===== src/rtl/ps_pkg.sv =====
package ps_pkg;

    localparam int WORD_W = 32;
    localparam int HALF_W = WORD_W / 2;
    localparam int LANE_W = 8;
    localparam int LANES  = WORD_W / LANE_W;
    localparam int CNT_W  = $clog2(WORD_W);
    localparam logic [CNT_W-1:0] LAST_BIT = CNT_W'(WORD_W - 1);

    typedef logic [WORD_W-1:0] word_t;
    typedef logic [HALF_W-1:0] half_t;
    typedef logic [LANE_W-1:0] lane_t;

    typedef enum logic [1:0] {
        ST_IDLE  = 2'd0,
        ST_LOAD  = 2'd1,
        ST_SHIFT = 2'd2
    } eng_state_e;

    typedef struct packed {
        logic  valid;
        logic  upper;
        half_t data;
    } half_wr_t;

    function automatic word_t join_halves(input half_t hi, input half_t lo);
        return {hi, lo};
    endfunction

    function automatic lane_t lane_slice(input word_t w, input int idx);
        return w[idx*LANE_W +: LANE_W];
    endfunction

endpackage


===== src/rtl/ps_lane_fifo.sv =====
module ps_lane_fifo #(
    parameter int W     = 8,
    parameter int DEPTH = 4
) (
    input  logic         clk,
    input  logic         rst,
    input  logic         push,
    input  logic [W-1:0] din,
    input  logic         pop,
    output logic [W-1:0] dout,
    output logic         empty,
    output logic         not_full
);
    localparam int PW = (DEPTH > 1) ? $clog2(DEPTH) : 1;
    localparam int CW = $clog2(DEPTH + 1);
    localparam logic [CW-1:0] FULL_CNT = CW'(DEPTH);
    localparam logic [PW-1:0] LAST_PTR = PW'(DEPTH - 1);

    logic [W-1:0]  mem [DEPTH];
    logic [PW-1:0] wp, rp;
    logic [CW-1:0] fill;
    logic          do_push, do_pop;

    function automatic logic [PW-1:0] bump(input logic [PW-1:0] p);
        return (p == LAST_PTR) ? '0 : p + PW'(1);
    endfunction

    assign do_push  = push && (fill != FULL_CNT);
    assign do_pop   = pop && (fill != '0);
    assign empty    = (fill == '0);
    assign not_full = (fill != FULL_CNT);
    assign dout     = mem[rp];

    always_ff @(posedge clk) begin
        if (do_push) begin
            mem[wp] <= din;
        end
    end

    always_ff @(posedge clk) begin
        if (rst) begin
            wp   <= '0;
            rp   <= '0;
            fill <= '0;
        end else begin
            if (do_push) wp <= bump(wp);
            if (do_pop)  rp <= bump(rp);
            case ({do_push, do_pop})
                2'b10:   fill <= fill + CW'(1);
                2'b01:   fill <= fill - CW'(1);
                default: fill <= fill;
            endcase
        end
    end

endmodule


===== src/rtl/ps_word_packer.sv =====
module ps_word_packer
    import ps_pkg::*;
(
    input  logic     clk,
    input  logic     rst,
    input  half_wr_t wr,
    input  logic     all_room,
    output logic     push,
    output word_t    push_word,
    output logic     ovf
);
    half_t low_q;
    logic  accept;

    assign accept    = wr.valid && all_room;
    assign push      = accept && wr.upper;
    assign push_word = join_halves(wr.data, low_q);

    always_ff @(posedge clk) begin
        if (rst) begin
            low_q <= '0;
            ovf   <= 1'b0;
        end else begin
            if (wr.valid && !all_room) begin
                ovf <= 1'b1;
            end
            if (accept) begin
                low_q <= wr.upper ? '0 : wr.data;
            end
        end
    end

endmodule


===== src/rtl/ps_shift_engine.sv =====
module ps_shift_engine
    import ps_pkg::*;
(
    input  logic             clk,
    input  logic             rst,
    input  logic             lanes_ready,
    input  word_t            lane_word,
    output logic             pop,
    output logic             ser,
    output eng_state_e       state,
    output logic [CNT_W-1:0] bit_cnt
);
    word_t sreg;

    assign pop = (state == ST_LOAD);
    assign ser = (state == ST_SHIFT) && sreg[WORD_W-1];

    always_ff @(posedge clk) begin
        if (rst) begin
            state   <= ST_IDLE;
            bit_cnt <= '0;
            sreg    <= '0;
        end else begin
            case (state)
                ST_IDLE: begin
                    if (lanes_ready) state <= ST_LOAD;
                end
                ST_LOAD: begin
                    sreg    <= lane_word;
                    bit_cnt <= '0;
                    state   <= ST_SHIFT;
                end
                ST_SHIFT: begin
                    sreg    <= {sreg[WORD_W-2:0], 1'b0};
                    bit_cnt <= bit_cnt + CNT_W'(1);
                    if (bit_cnt == LAST_BIT) state <= ST_IDLE;
                end
                default: state <= ST_IDLE;
            endcase
        end
    end

endmodule


===== src/rtl/pattern_serializer.sv =====
module pattern_serializer
    import ps_pkg::*;
#(
    parameter int DEPTH = 4
) (
    input  logic              clk,
    input  logic              rst,
    input  logic              wr_en,
    input  logic              wr_hi,
    input  logic [HALF_W-1:0] wr_data,
    output logic              ser_out,
    output logic              req,
    output logic              ovf
);
    half_wr_t         wr;
    logic             push, pop;
    word_t            push_word, lane_word;
    logic [LANES-1:0] lane_empty, lane_room;
    logic             lanes_ready, all_room;
    eng_state_e       eng_state;
    logic [CNT_W-1:0] eng_cnt;

    assign wr          = '{valid: wr_en, upper: wr_hi, data: wr_data};
    assign lanes_ready = ~|lane_empty;
    assign all_room    = &lane_room;
    assign req         = all_room;

    ps_word_packer packer_i (
        .clk       (clk),
        .rst       (rst),
        .wr        (wr),
        .all_room  (all_room),
        .push      (push),
        .push_word (push_word),
        .ovf       (ovf)
    );

    for (genvar g = 0; g < LANES; g++) begin : g_lane
        lane_t dout_g;
        ps_lane_fifo #(.W(LANE_W), .DEPTH(DEPTH)) fifo_i (
            .clk      (clk),
            .rst      (rst),
            .push     (push),
            .din      (lane_slice(push_word, g)),
            .pop      (pop),
            .dout     (dout_g),
            .empty    (lane_empty[g]),
            .not_full (lane_room[g])
        );
        assign lane_word[g*LANE_W +: LANE_W] = dout_g;
    end

    ps_shift_engine engine_i (
        .clk         (clk),
        .rst         (rst),
        .lanes_ready (lanes_ready),
        .lane_word   (lane_word),
        .pop         (pop),
        .ser         (ser_out),
        .state       (eng_state),
        .bit_cnt     (eng_cnt)
    );

endmodule


===== config.mk =====
export PLATFORM = sky130hd
export DESIGN_NAME = pattern_serializer
export DESIGN_NICKNAME = d
export VERILOG_FILES = /design/src/rtl/ps_pkg.sv /design/src/rtl/ps_lane_fifo.sv /design/src/rtl/ps_word_packer.sv /design/src/rtl/ps_shift_engine.sv /design/src/rtl/pattern_serializer.sv
export SDC_FILE = /design/constraint.sdc
export NUM_CORES = 1
export LEC_CHECK = 0
export BUFFER_PORTS_ARGS = -buffer_cell sky130_fd_sc_hd__buf_2
export CAP_MARGIN = 20
export CORE_MARGIN = 5
export CORE_UTILIZATION = 45
export CTS_CLUSTER_DIAMETER = 200
export CTS_CLUSTER_SIZE = 30
export DETAILED_ROUTE_END_ITERATION = 8
export GPL_TIMING_DRIVEN = 0
export PLACE_DENSITY = 0.63
export SYNTH_ARGS = -nofsm -noshare
export SYNTH_HDL_FRONTEND = slang
export SYNTH_SLANG_ARGS = --single-unit

===== constraint.sdc =====
create_clock -name clk -period 5.6 [get_ports clk]
set_input_delay 0.28 -clock clk [delete_from_list [all_inputs] [get_ports clk]]
set_output_delay 0.28 -clock clk [all_outputs]
set_load 0.02 [all_outputs]

==> out/results.ini <==
[status]
status = finished clean

[floorplan]
io_pins = 23
core.rowCount = 51
die_h_microns = 151
die_w_microns = 151
die-area_sq_mm = 0.0227
start_util_pct = 45.8
core_area_sq_mm = 0.0195

[synth]
yosysMostFrequentCell = edfxtp_1
avgSynthCellArea_sq_um = 13.1
synth_area_sq_mm = 0.00891
postSynthCellCount = 678
ys.flop_type = edfxtp_1
synth_commonest_cells = 128 x edfxtp_1, 92 x dfxtp_1, 87 x nand2_1
synth_edf_count = 128
synth_area_leaders = edfxtp_1 43%, dfxtp_1 21%, mux4_2 8.1%
synth_top_area_cell = edfxtp_1
yosys_warnings = 0
ys_types = 37
synth_seq_area_share_pct = 63.8
yosysTopAreaCellShare_pct = 43.2
syn-num-nets = 731
ys_ff_latch = 220
postSynth.asyncResetShare_pct = 0

[placed_design]
place.gp.congestion = 0.775
io_buffers = 20
dpl.hpwl_mm = 12.9
post-place-cells = 963

[pwr]
p_leak_nw = 3.27
vdd_drop_max_mv = 0.174
power_density_mw_per_mm2 = 284
finalPower_w = 0.00275

[cts]
clockBufferDepth = 3
cts_resized = 0
post_cts_buffers = 0
clock_latency_ns = 0.46
numCtsBuffers = 11
clk_pin_slew_worst_paths_ns = 0.11
clock_sinks = 220
postCtsHoldBufs = 0
htreeDepth = 1
tritoncts = yes
cts_root_buf = clkbuf_16

[timing]
tightest_slew_ns = 0.739
fin_setup_tns_ns = 0
setup_viol = 0
slew_viol_final = 0
fin_crit_sh_pct = 55.1
max_freq_mhz = 324
rsz0062_at_grt = no
skew_ns = 0.0272
max_slew_margin_pct = 50.7
min_period_ns = 3.09
finalHoldViolCount = 0

[worst_hold_path]
hold_start = wr_data[4]
hold_class = in -> reg

[finish]
nets = 764
fillers = 1663
stdcell_count = 980
layout-drive-gt1-share_pct = 11.2
area_growth_pct = 8.37
antenna_cells = 0

[critical_path]
crit_required_ns = 5.99
worstPathMaxFanout = 10
slowest_stage = nor3b_1
cp_cell_sequence = nor3b_1 -> a2111oi_4 -> buf_6 -> and3_1 -> buf_6 -> buf_6 -> inv_2 -> ha_1 -> inv_1 -> fa_1 -> xor2_1 -> or3_1 -> a21oi_1
crit_type = reg -> reg
cp_common_cell = buf_6
critPathBufInv = 5
crit_path_start_kind = flop
cpLargestDelayFamily = simple AND/OR/NAND/NOR gates
reg2reg_slack_ns = 2.51
crit_path_start = g_lane[3].fifo_i.fill[2]$_SDFFE_PP0P_
crit_arrival_ns = 3.47
critPathMaxStageDelay_ns = 0.45
cp-end-kind = flop
r2r-start = g_lane[3].fifo_i.fill[2]$_SDFFE_PP0P_

[grt]
grt_pass1_wl_mm = 28.7
grt_most_used_layer = met2
met3_usage_pct = 1.63
track_usage_pct = 16.2
grt_max_degree = 32
grt_pass1_vias = 5396
met2_usage_pct = 29.7
grt_use_met1_pct = 21.2
gr-total-overflow = 0
grt_antenna_before_repair = 0

[drt]
drt_iter0_drc = 440
vias = 5228
wl_per_cell_microns = 18.1
ant_nets = 0
drc = 0
routed_via_density = 5.33
drt_pre_antenna_iters = 5
wirelength_mm = 17.8

[run]
cap_violations = 0

where the power goes:
group          internal [W]  switching, W
Combinational     0.0000425     0.0000802
Clock              0.000380      0.000485
Sequential          0.00174     0.0000184
Total               0.00216      0.000584
final timing paths:
path	endpoint	depth (start not counted)
worst max-delay path	g_lane[3].fifo_i.fill[2]$_SDFFE_PP0P_	13
worst min-delay path	g_lane[2].fifo_i.mem[3][4]$_DFFE_PP_	1
worst max register to register	g_lane[3].fifo_i.fill[2]$_SDFFE_PP0P_	13
worst min register to register	engine_i.bit_cnt[4]$_SDFFE_PP0P_	2
final cells by class:
cell class,instances,area (sq um),share of cell area (%)
flip-flops and latches,220,5690,58.9
multi-input cells,382,2900,30.0
well taps,265,332,3.43
clock buffers,16,294,3.05
plain buffers,42,195,2.02
inverters,34,128,1.32
repair buffers,20,100,1.04
clock inverters,1,20.0,0.207
routing by layer:
layer	part of all wire [%]	vias up	wire length, microns
li1	-	2522	-
met1	43	2616	7630
met2	53	70	9400
met3	2.9	20	516
met4	1.2	0	209
met5	0	-	0
metrics by stage:
stage	util, %	setup slack, ns	cell area [sq um]	hold slack [ns]
after floorplan	-	3.00	8910	0.379
after global placement	48.0	2.71	9340	0.449
after detailed placement	48.0	2.50	9340	0.470
after CTS	49.6	2.46	9650	0.0369
after global routing	49.6	2.35	9650	0.0387
final	49.6	2.51	9650	0.0498
cells by family (layout without fill, tap and decap cells):
group / Yosys count / count (layout) / share of synthesized area, %
flops: 220 / 220 / 63.8
simple gates: 215 / 215 / 10.8
compound gates: 82 / 82 / 6.46
buf+inv: 76 / 113 / 3.62
mux: 44 / 44 / 9.50
fa+ha+maj: 33 / 33 / 4.97
xor+xnor: 8 / 8 / 0.787
cells in the final DEF (no fill, tap or decap), types with 4 or more instances in the layout:
cell and count:
a21oi_1 19, a311oi_1 31, and2_1 18, buf_2 26
buf_6 4, clkbuf_1 35, clkbuf_16 11, dfxtp_1 92
edfxtp_1 128, fa_1 4, ha_1 29, inv_1 28
inv_2 5, mux2_1 4, mux2i_1 8, mux4_2 32
nand2_1 87, nand2b_1 6, nand4_1 16, nor2_1 60
nor3_1 12, nor3b_1 4, o21ai_0 6, o21ai_1 16
o31ai_1 4, or3_1 4, xor2_1 8
sequential cells by signal, indices dropped and copies added (netlist names), 2 cells and up, named ones only:
signal	count
g_lane.fifo_i.mem	128
engine_i.sreg	32
packer_i.low_q	16
g_lane.fifo_i.fill	12
g_lane.fifo_i.rp	8
g_lane.fifo_i.wp	8
engine_i.bit_cnt	5
engine_i.state	2
(Power assumes the default switching activity.)
